===== config.mk =====
export PLATFORM = sky130hd
export DESIGN_NAME = align_sched
export DESIGN_NICKNAME = d
export VERILOG_FILES = /design/src/rtl/align_sched_pkg.sv /design/src/rtl/align_sched_expcmp.sv /design/src/rtl/align_sched_slot.sv /design/src/rtl/align_sched.sv
export SDC_FILE = /design/constraint.sdc
export NUM_CORES = 1
export LEC_CHECK = 0
export BUFFER_PORTS_ARGS = -buffer_cell sky130_fd_sc_hd__buf_2
export CORE_AREA = 2 2 153 155
export DETAILED_ROUTE_END_ITERATION = 12
export DIE_AREA = 0 0 155 157
export GPL_ROUTABILITY_DRIVEN = 0
export GPL_TIMING_DRIVEN = 0
export PLACE_DENSITY = 0.55
export SKIP_LAST_GASP = 1
export SYNTH_ARGS = -nofsm -noshare
export SYNTH_HDL_FRONTEND = slang
export SYNTH_SLANG_ARGS = --single-unit

===== constraint.sdc =====
create_clock -name clk -period 24.2 [get_ports clk]
set_input_delay 7.26 -clock clk [delete_from_list [all_inputs] [get_ports clk]]
set_output_delay 7.26 -clock clk [all_outputs]
set_load 0.03 [all_outputs]

===== src/rtl/align_sched_pkg.sv =====
package align_sched_pkg;

  // Outcome of comparing a new product exponent with the shared one
  typedef enum logic [1:0] {
    DEC_SEED   = 2'd0,  // no shared exponent yet, product seeds it
    DEC_BEHIND = 2'd1,  // product smaller, its own unit shifts
    DEC_AHEAD  = 2'd2   // product not smaller, everyone else shifts
  } dec_e;

endpackage


===== src/rtl/align_sched_expcmp.sv =====
module align_sched_expcmp
  import align_sched_pkg::*;
#(
  parameter int EXP_W    = 8,
  parameter int EXP_BIAS = 64,
  parameter int CNT_W    = 4
) (
  input  logic [EXP_W-1:0] exp_a,
  input  logic [EXP_W-1:0] exp_b,
  input  logic [EXP_W+1:0] glob_q,
  input  logic             glob_ok,
  input  logic             rescale,
  output logic [EXP_W+1:0] glob_adj,
  output logic [EXP_W+1:0] prod_exp,
  output dec_e             dec,
  output logic [CNT_W-1:0] load_val,
  output logic             load_kill,
  output logic [EXP_W+2:0] lift
);
  localparam int GW    = EXP_W + 2;
  localparam int DW    = EXP_W + 3;
  localparam int MAXSH = (1 << CNT_W) - 1;

  logic signed [DW-1:0] pe_s;
  logic signed [DW-1:0] ga_s;
  logic signed [DW-1:0] d_s;

  always_comb begin
    // rescale first, so a same-cycle issue sees the raised exponent
    glob_adj = (glob_ok && rescale) ? glob_q + GW'(1) : glob_q;
    pe_s     = $signed({3'b000, exp_a}) + $signed({3'b000, exp_b})
             - $signed(DW'(EXP_BIAS));
    prod_exp = pe_s[GW-1:0];
    ga_s     = $signed({glob_adj[GW-1], glob_adj});
    d_s      = ga_s - pe_s;

    dec       = DEC_SEED;
    load_val  = '0;
    load_kill = 1'b0;
    lift      = '0;
    if (glob_ok) begin
      if (d_s > 0) begin
        dec       = DEC_BEHIND;
        load_kill = (d_s > MAXSH);
        load_val  = load_kill ? CNT_W'(MAXSH) : d_s[CNT_W-1:0];
      end else begin
        dec  = DEC_AHEAD;
        lift = -d_s;
      end
    end
  end

endmodule


===== src/rtl/align_sched_slot.sv =====
module align_sched_slot #(
  parameter int CNT_W   = 4,
  parameter int LATENCY = 16,
  parameter int AW      = 11
) (
  input  logic             clk,
  input  logic             rst_n,
  input  logic             load,
  input  logic [CNT_W-1:0] load_val,
  input  logic             load_kill,
  input  logic             inc,
  input  logic [AW-1:0]    inc_amt,
  output logic             busy,
  output logic             done,
  output logic             zero
);
  localparam int TW    = $clog2(LATENCY + 1);
  localparam int SW    = AW + 1;
  localparam int MAXSH = (1 << CNT_W) - 1;

  logic [TW-1:0]    tmr_q, tmr_d;
  logic [CNT_W-1:0] shf_q, shf_d;
  logic             dead_q, dead_d;
  logic [SW-1:0]    sum;
  logic             over;
  logic             st_en;

  always_comb begin
    busy   = (tmr_q != '0);
    done   = (tmr_q == TW'(1));
    sum    = {1'b0, inc_amt} + SW'(shf_q);
    over   = (sum > SW'(MAXSH));
    tmr_d  = tmr_q;
    shf_d  = shf_q;
    dead_d = dead_q;
    zero   = 1'b0;
    if (load) begin
      tmr_d  = TW'(LATENCY);
      shf_d  = load_val;
      dead_d = load_kill;
      zero   = load_kill;
    end else begin
      if (busy) tmr_d = tmr_q - TW'(1);
      if (inc && busy) begin
        shf_d = over ? CNT_W'(MAXSH) : sum[CNT_W-1:0];
        if (over && !dead_q) begin
          zero   = 1'b1;
          dead_d = 1'b1;
        end
      end
    end
    st_en = load || busy;
  end

  always_ff @(posedge clk or negedge rst_n) begin
    if (!rst_n) begin
      tmr_q  <= '0;
      shf_q  <= '0;
      dead_q <= 1'b0;
    end else if (st_en) begin
      tmr_q  <= tmr_d;
      shf_q  <= shf_d;
      dead_q <= dead_d;
    end
  end

  // a unit is only loaded when free or in its final cycle
  a_r8_load_when_free: assert property (@(posedge clk) disable iff (!rst_n)
    load |-> (tmr_q <= TW'(1)));

  // the completion cycle is the last busy cycle
  a_r8_done_frees: assert property (@(posedge clk) disable iff (!rst_n)
    (done && !load) |=> !busy);

  // a dropped unit is never told to drop again before reload
  a_r11_zero_once: assert property (@(posedge clk) disable iff (!rst_n)
    (zero && !load) |=> (!zero || load));

endmodule


===== src/rtl/align_sched.sv =====
module align_sched
  import align_sched_pkg::*;
#(
  parameter int NUM_UNITS = 8,
  parameter int EXP_W     = 8,
  parameter int EXP_BIAS  = 64,
  parameter int CNT_W     = 4,
  parameter int LATENCY   = 16,
  parameter int ISSUE_GAP = 2
) (
  input  logic                 clk,
  input  logic                 rst_n,
  input  logic                 issue_valid,
  input  logic [EXP_W-1:0]     exp_a,
  input  logic [EXP_W-1:0]     exp_b,
  input  logic                 rescale,
  output logic                 issue_ready,
  output logic [NUM_UNITS-1:0] unit_load,
  output logic [CNT_W-1:0]     load_shift,
  output logic [NUM_UNITS-1:0] unit_inc,
  output logic [CNT_W-1:0]     inc_shift,
  output logic [NUM_UNITS-1:0] unit_zero,
  output logic [NUM_UNITS-1:0] unit_done,
  output logic                 acc_inc,
  output logic                 acc_flush,
  output logic [EXP_W+1:0]     global_exp,
  output logic                 global_valid
);
  localparam int PW    = (NUM_UNITS > 1) ? $clog2(NUM_UNITS) : 1;
  localparam int GW    = EXP_W + 2;
  localparam int DW    = EXP_W + 3;
  localparam int GAPW  = $clog2(ISSUE_GAP + 1);
  localparam int MAXSH = (1 << CNT_W) - 1;

  logic [PW-1:0]        ptr_q, ptr_d;
  logic [GAPW-1:0]      gap_q, gap_d;
  logic [GW-1:0]        glob_q, glob_d;
  logic                 gvalid_q, gvalid_d;

  logic [GW-1:0]        glob_adj, prod_exp;
  dec_e                 dec;
  logic [CNT_W-1:0]     load_val;
  logic                 load_kill;
  logic [DW-1:0]        lift, total;
  logic                 accept;
  logic [NUM_UNITS-1:0] slot_busy;

  align_sched_expcmp #(
    .EXP_W(EXP_W), .EXP_BIAS(EXP_BIAS), .CNT_W(CNT_W)
  ) u_cmp (
    .exp_a(exp_a), .exp_b(exp_b), .glob_q(glob_q), .glob_ok(gvalid_q),
    .rescale(rescale), .glob_adj(glob_adj), .prod_exp(prod_exp),
    .dec(dec), .load_val(load_val), .load_kill(load_kill), .lift(lift)
  );

  // issue pacing and broadcast strobes
  always_comb begin
    issue_ready = (gap_q == '0) && (!slot_busy[ptr_q] || unit_done[ptr_q]);
    accept      = issue_valid && issue_ready;
    total       = (accept ? lift : '0) + DW'(rescale);
    unit_load   = accept ? (NUM_UNITS'(1) << ptr_q) : '0;
    load_shift  = load_val;
    acc_inc     = (total != '0);
    acc_flush   = (total > DW'(MAXSH));
    unit_inc    = acc_inc ? ~unit_load : '0;
    inc_shift   = acc_flush ? CNT_W'(MAXSH) : total[CNT_W-1:0];
  end

  always_comb begin
    ptr_d    = ptr_q;
    gap_d    = (gap_q != '0) ? gap_q - GAPW'(1) : gap_q;
    glob_d   = glob_adj;
    gvalid_d = gvalid_q | accept;
    if (accept) begin
      ptr_d = (ptr_q == PW'(NUM_UNITS - 1)) ? '0 : ptr_q + PW'(1);
      gap_d = GAPW'(ISSUE_GAP - 1);
      if (dec != DEC_BEHIND) glob_d = prod_exp;
    end
  end

  always_ff @(posedge clk or negedge rst_n) begin
    if (!rst_n) begin
      ptr_q    <= '0;
      gap_q    <= '0;
      glob_q   <= '0;
      gvalid_q <= 1'b0;
    end else begin
      if (accept)                  ptr_q  <= ptr_d;
      if (accept || gap_q != '0)   gap_q  <= gap_d;
      if (accept || rescale)       glob_q <= glob_d;
      gvalid_q <= gvalid_d;
    end
  end

  assign global_exp   = glob_q;
  assign global_valid = gvalid_q;

  for (genvar k = 0; k < NUM_UNITS; k++) begin : g_slot
    align_sched_slot #(
      .CNT_W(CNT_W), .LATENCY(LATENCY), .AW(DW)
    ) u_slot (
      .clk(clk), .rst_n(rst_n),
      .load(unit_load[k]), .load_val(load_val), .load_kill(load_kill),
      .inc(unit_inc[k]), .inc_amt(total),
      .busy(slot_busy[k]), .done(unit_done[k]), .zero(unit_zero[k])
    );
  end

  // at most one unit loaded per cycle
  a_r6_one_load: assert property (@(posedge clk) disable iff (!rst_n)
    $onehot0(unit_load));

  // a lone rescale raises the seeded exponent by one
  a_r9_rescale_step: assert property (@(posedge clk) disable iff (!rst_n)
    (rescale && gvalid_q && !accept) |=> (global_exp == GW'($past(global_exp) + 1)));

  // a smaller product leaves the shared exponent alone
  a_r3_behind_keeps: assert property (@(posedge clk) disable iff (!rst_n)
    (accept && !rescale && dec == DEC_BEHIND) |=> $stable(global_exp));

  // the first accepted issue seeds the shared exponent
  a_r2_seed: assert property (@(posedge clk) disable iff (!rst_n)
    (accept && !gvalid_q) |=> (global_valid && global_exp == $past(prod_exp)));

  if (ISSUE_GAP > 1) begin : g_gap_chk
    // spacing enforced after every accepted issue
    a_r7_gap: assert property (@(posedge clk) disable iff (!rst_n)
      accept |=> !issue_ready);
  end

endmodule


==> results.md, run 1 <==
- Slew HR: 0.241
- Root Driver: clkbuf_16
- Tcrit/Tclk final: 0.935
- Slew Viols, Final: 0
- Diode count: 0
- Post-Syn Area per Cell: around 8.7 sq um
- Top FF cell, synth: dfrtp_1
- HPWL after DPL: between 15 and 20 mm
- Vias after detailed routing: 7734
- Total Wirelength: around 24 mm
- Worst Reg-to-Reg Cells: 28
- Worst Hold Class: reg -> reg
- Clock sink count: between 90 and 100
- Hold buffer count at cts: 0
- Clk_lat worst skew: about 0.36 ns
- Hold Vio Cnt, Final: 0
- Antenna-violating nets left: 0
- RR Startpoint: global_valid
- Fin Setup TNS: 0 ns
- DRT iter0 DRCs: roughly 400
- Critical Path Start: exp_a[0]
- Final setup viols: 0
- CP endpoint kind: primary output
- Global-route wire length before repair: between 30 and 40 mm
- Slew at the pin closest to its max-slew limit: ~1.1 ns
- Clock tree buffer depth: 2
- Core region area: about 0.023 sq mm
- CP required: 16.94 ns
- Die W: about 160 microns
- Vias in the first global route: approximately 7400
- TritonCTS clock tree: yes
- Critical R2R Capture: g_slot[3].u_slot.shf_q[2]
- Die area: roughly 0.024 sq mm
- Router iterations before antenna repair: 4
- Layout cells sized above 1: 0.173
- Reg2Reg Setup Slack: 16.33 ns
- Setup CP Type: in -> out
- Area Overhead vs Synth: 12.5%
- Crit path time final: ~23 ns
- Fin Clk Skew: a little over 0.008 ns
- RSZ-0062 raised after global routing: no
- Max_cap viols: 0
- Post-route DRC: 0
- Grt ovf: 0
- #FFs+latches synth: 96
- Setup Fix Bufs, Post-CTS: 0
- I/O pin cnt: 74
- Tot GR Track Use: 0.200
- Max stage delay cell, worst path: o31ai_2
- Unique masters post-synth: 90
- Post-synthesis cell area: around 0.009 sq mm
- CP Max Fanout: 10
- Post-Synthesis Cells: between 1000 and 1500
- EDFF count, synth: 0
- Inserted Clock Buffers: 9
- Async S/R FF share, synth: 1.00
- CP arrival: 15.37 ns
- Clock-pin slew on the worst setup and hold paths: 0.07 ns
- IO buf count: 73
- Initial antenna violation count: 0
- CTS resizes: 0
- Critical Path Start Type: input pin
- Die height: between 150 and 200 microns
- H-tree lvl count: 3
- Outcome: finished, final reports clean
- DR vias/cell: approximately 5.5
- Initial Utilization: 0.395
- Row cnt: between 50 and 60
- Warnings, synthesis: 0
- Largest net degree at the start of global routing: 64
- Post-synthesis sequential area ratio: 0.270
- Number of nets in the layout: approximately 1200
- WL/cell: between 15 and 20 microns
- Slowest cell delay on critical path: slightly above 0.6 ns
- Mapped Nets: 1129
- Max Clk Rate: 44.2 MHz
- Crit path to: unit_zero[2]
sequential cells by signal (all words and copies together) (netlist names):
register and count:
g_slot.u_slot.tmr_q 40, global_valid 1, global_exp 10, g_slot.u_slot.dead_q 8, ptr_q 3, g_slot.u_slot.shf_q 32
gap_q 2
per-layer routing:
| layer | vias to the layer above | wire length, microns | part of all wire | GRT usage |
|---|---|---|---|---|
| met4 | 0 | 587 | 0.025 | 0.0683 |
| met2 | 133 | 11200 | 0.47 | 0.345 |
| met5 | - | 0 | 0 | 0 |
| li1 | 3829 | - | - | - |
| met1 | 3743 | 11200 | 0.47 | 0.259 |
| met3 | 29 | 755 | 0.032 | 0.0242 |
worst max-delay path: cells and delay by family:
family,cells,cell delay [ns]
xor gates and xnor gates,2,0.50
adders and majority gates,4,1.07
AOI/OAI and AO/OA,9,2.95
buffers and inverters,7,1.10
and+or+nand+nor,9,2.47
worst min path at each step:
stage | startpoint | endpoint | depth (start not counted)
floorplan | g_slot[1].u_slot.tmr_q[4] | g_slot[1].u_slot.tmr_q[4] | 2
global placement | g_slot[3].u_slot.tmr_q[4] | g_slot[3].u_slot.tmr_q[4] | 2
detailed placement | g_slot[0].u_slot.tmr_q[4] | g_slot[0].u_slot.tmr_q[4] | 2
CTS | g_slot[7].u_slot.tmr_q[4] | g_slot[7].u_slot.tmr_q[4] | 2
global route | g_slot[0].u_slot.tmr_q[4] | g_slot[0].u_slot.tmr_q[4] | 2
finish | g_slot[0].u_slot.tmr_q[4] | g_slot[0].u_slot.tmr_q[4] | 2
through the flow:
stage | hold slack [ns] | area [sq um] | setup slack [ns] | cells | util
4_1_cts | 0.489 | 9990 | 1.53 | 1400 | 0.444
3_3_place_gp | 0.469 | 9610 | 1.46 | 1380 | 0.427
2_1_floorplan | 0.446 | 8890 | 3.40 | 1022 | -
5_1_grt | 0.512 | 10000 | 0.993 | 1400 | 0.444
6_report | 0.484 | 10000 | 1.57 | 1400 | 0.444
3_5_place_dp | 0.469 | 9680 | 1.54 | 1384 | 0.430
cell usage in the layout (no fill, tap or decap), drive strengths merged, types with 6 or more instances in the layout:
cell type / count
or2: 10
a21oi: 42
o21a: 10
xor2: 32
or4: 9
mux2: 15
o21ai: 35
fa: 10
buf: 117
a21o: 13
nor4: 15
inv: 63
xnor2: 41
clkbuf: 29
nand2: 92
a211oi: 24
ha: 77
and2: 22
a2bb2oi: 9
nor3: 42
o31ai: 9
dfrtp: 96
and3: 6
nand3: 24
nand2b: 8
mux2i: 34
o32ai: 8
nand4: 6
or3: 7
nor2: 113
kinds of logic after synthesis:
family | after synthesis | synth area share
simple gates | 374 | 0.209
compound gates | 217 | 0.182
buf+inv | 122 | 0.0662
flops | 96 | 0.270
fa+ha+maj | 87 | 0.131
xor+xnor | 75 | 0.0787
mux | 51 | 0.0638
layout make-up:
class                   count  area (sq um)
plain buffers              59           352
fillers                  2200         12500
multi-input cells         804          5920
well taps                 285           357
clock buffers              10           239
flip-flops and latches     96          2400
clock inverters             6          67.6
inverters                  63           236
repair buffers             77           425
cells in the mapped netlist, types with 13 or more instances:
cell type / n / area share
nor2_1: 111 / 0.047
dfrtp_1: 96 / 0.27
nand2_1: 91 / 0.038
ha_1: 77 / 0.11
inv_1: 60 / 0.025
nor3_1: 40 / 0.023
xnor2_1: 40 / 0.039
a21oi_1: 39 / 0.022
mux2i_1: 33 / 0.037
buf_4: 32 / 0.027
xor2_1: 31 / 0.031
o21ai_0: 30 / 0.017
a211oi_1: 24 / 0.020
and2_1: 22 / 0.015
nand3_1: 22 / 0.012
clkbuf_1: 19 / 0.0080
mux2_2: 15 / 0.019
nor4_1: 15 / 0.011
a21o_1: 13 / 0.011
Power of run 1 is not shown: default switching activity piles up to over one toggle a cycle in this logic, so the estimate is an artifact.
==> run 2, diff against run 1 <==
--- a/config.mk
+++ b/config.mk
@@ -6,12 +6,11 @@
 export NUM_CORES = 1
 export LEC_CHECK = 0
 export BUFFER_PORTS_ARGS = -buffer_cell sky130_fd_sc_hd__buf_2
-export CORE_AREA = 2 2 153 155
+export CORE_AREA = 2 2 144 146
 export DETAILED_ROUTE_END_ITERATION = 12
-export DIE_AREA = 0 0 155 157
+export DIE_AREA = 0 0 146 148
 export GPL_ROUTABILITY_DRIVEN = 0
 export GPL_TIMING_DRIVEN = 0
-export PLACE_DENSITY = 0.55
 export SKIP_LAST_GASP = 1
 export SYNTH_ARGS = -nofsm -noshare
 export SYNTH_HDL_FRONTEND = slang
==> run 2 against run 1 <==
  * Worst setup slack worse by 0.029 ns
  * Critical path type unchanged
  * Highest routed layer unchanged
  * Sequential cell count unchanged
  * First-iteration DRC count rose by 23%
  * Wire length decreased by 2.3%
==> results.md, run 2 (synthesized netlist as in run 1, its figures left out) <==
- Outcome: finished, final reports clean
- Core region area: 0.0200 sq mm (-11%)
- Layout cells sized above 1: 0.170 (-0.00269)
- Worst Hold Class: reg -> reg
- Clock sink count: 96 (unchanged)
- RR Startpoint: global_valid
- H-tree lvl count: 3 (unchanged)
- CTS resizes: 0 (unchanged)
- Max Clk Rate: 44.1 MHz (-0.13%)
- HPWL after DPL: 17.3 mm (-3.5%)
- Slowest cell delay on critical path: 1.04 ns (+0.42 ns)
- Crit path time final: 22.66 ns (+0.0291 ns)
- Area Overhead vs Synth: 11.8%
- Initial Utilization: 0.443 (+0.0485)
- Router iterations before antenna repair: 5 (+1)
- Largest net degree at the start of global routing: 64 (unchanged)
- CP Max Fanout: 9 (-1)
- Diode count: 0 (unchanged)
- DRT iter0 DRCs: 502 (+23%)
- Die area: 0.0216 sq mm (-11%)
- Reg2Reg Setup Slack: 16.00 ns (-0.33 ns)
- Setup Fix Bufs, Post-CTS: 0 (unchanged)
- Max_cap viols: 0 (unchanged)
- Max FFs per register: 40 (unchanged)
- Die height: 148 microns (-5.7%)
- Root Driver: clkbuf_16
- Biggest register: g_slot.u_slot.tmr_q
- I/O pin cnt: 74 (unchanged)
- Setup CP Type: in -> out
- Fin Setup TNS: 0 ns (unchanged)
- Vias after detailed routing: 7697 (-0.48%)
- CP arrival: 15.40 ns (+0.03 ns)
- Slew Viols, Final: 0 (unchanged)
- Critical Path Start Type: input pin
- Hold Path End: g_slot[0].u_slot.tmr_q[4]
- TritonCTS clock tree: yes
- Worst hold path startpoint: g_slot[0].u_slot.tmr_q[4]
- Tot GR Track Use: 0.220 (+0.0202)
- Die W: 146 microns (-5.8%)
- Worst Reg-to-Reg Cells: 30 (+7.1%)
- CP endpoint kind: primary output
- CP dominant cell by count: ha_1
- Most frequent cells in the layout: nor2_1, dfrtp_1, nand2_1
- DR vias/cell: 5.56 (+0.60%)
- Critical R2R Capture: g_slot[0].u_slot.shf_q[0]
- Global-route wire length before repair: 38.2 mm (-1.4%)
- Vias in the first global route: 7350 (-1.0%)
- Max stage delay cell, worst path: xnor2_1
- Inserted Clock Buffers: 9 (unchanged)
- Grt ovf: 0 (unchanged)
- Hold Vio Cnt, Final: 0 (unchanged)
- Antenna-violating nets left: 0 (unchanged)
- Total Wirelength: 23.2 mm (-2.3%)
- Number of nets in the layout: 1217 (unchanged)
- IO buf count: 73 (unchanged)
- Clock-pin slew on the worst setup and hold paths: 0.07 ns (about the same)
- Slew HR: 0.115 (-0.126)
- Slew at the pin closest to its max-slew limit: 1.32 ns (+0.188 ns)
- RSZ-0062 raised after global routing: no
- Hold path cells: 2 (unchanged)
- Clock tree buffer depth: 2 (unchanged)
- Row cnt: 52 (-5.5%)
- Clk_lat worst skew: 0.36 ns (about the same)
- Post-route DRC: 0 (unchanged)
- CP required: 16.94 ns (about the same)
- Initial antenna violation count: 0 (unchanged)
- WL/cell: 16.7 microns (-1.3%)
- Most common cell after layout, fill and taps aside: nor2_1
- Tcrit/Tclk final: 0.936 (+0.00120)
- Final setup viols: 0 (unchanged)
- Hold buffer count at cts: 0 (unchanged)
- Fin Clk Skew: 0.0138 ns (+0.00553 ns)
[run 2: cell types whose count changed in the layout (fill, tap and decap cells not counted), sizes merged]
cell and change:
clkinvlp -1, inv +1, bufinv -1, clkbuf +1
[run 2: how the worst max path moves through the flow]
stage / start / to / depth (start not counted)
final: exp_a[0] / unit_zero[2] / 33
after global routing: exp_a[0] / unit_zero[2] / 33
after CTS: exp_a[0] / unit_zero[2] / 33
after detailed placement: exp_a[0] / unit_zero[2] / 33
after global placement: exp_a[0] / unit_zero[2] / 33
after floorplan: exp_a[0] / unit_zero[2] / 31
[run 2: worst max-delay path: cells and delay by family]
kind                     cells  cell delay (ns)
AO/OA/AOI/OAI               10             2.38
adder cells (fa/ha/maj)      6             1.71
AND/OR/NAND/NOR              9             1.70
XOR/XNOR                     2             1.49
buffers and inverters        6             0.83
[run 2: routing by layer]
metal  GRT usage  vias to the layer above  wire length, microns  share of wire
met1       0.299                     3703                 10900           0.47
li1            -                     3825                     -              -
met2       0.377                      149                 11200           0.48
met3      0.0290                       20                   835          0.036
met4      0.0451                        0                   287          0.012
met5           0                        -                     0              0
[run 2: cell type report]
cell class                      instances  area [sq um]
Buffer                                 59           352
Tap cell                              270           338
Multi-Input combinational cell        804          5910
Timing Repair Buffer                   77           422
Sequential cell                        96          2400
Fill cell                            2022         10100
Inverter                               63           236
Clock inverter                          5          41.3
Clock buffer                           11           233
[run 2: metrics by stage]
stage / util / cell area (sq um) / setup slack (ns) / cells / hold WS, ns
2_1_floorplan: - / 8890 / 3.40 / 1022 / 0.446
3_3_place_gp: 0.479 / 9590 / 1.61 / 1365 / 0.465
3_5_place_dp: 0.482 / 9660 / 1.62 / 1369 / 0.467
4_1_cts: 0.496 / 9930 / 1.54 / 1385 / 0.487
5_1_grt: 0.496 / 9930 / 0.827 / 1385 / 0.507
6_report: 0.496 / 9930 / 1.54 / 1385 / 0.482
Power of run 2 is left out for the same reason.
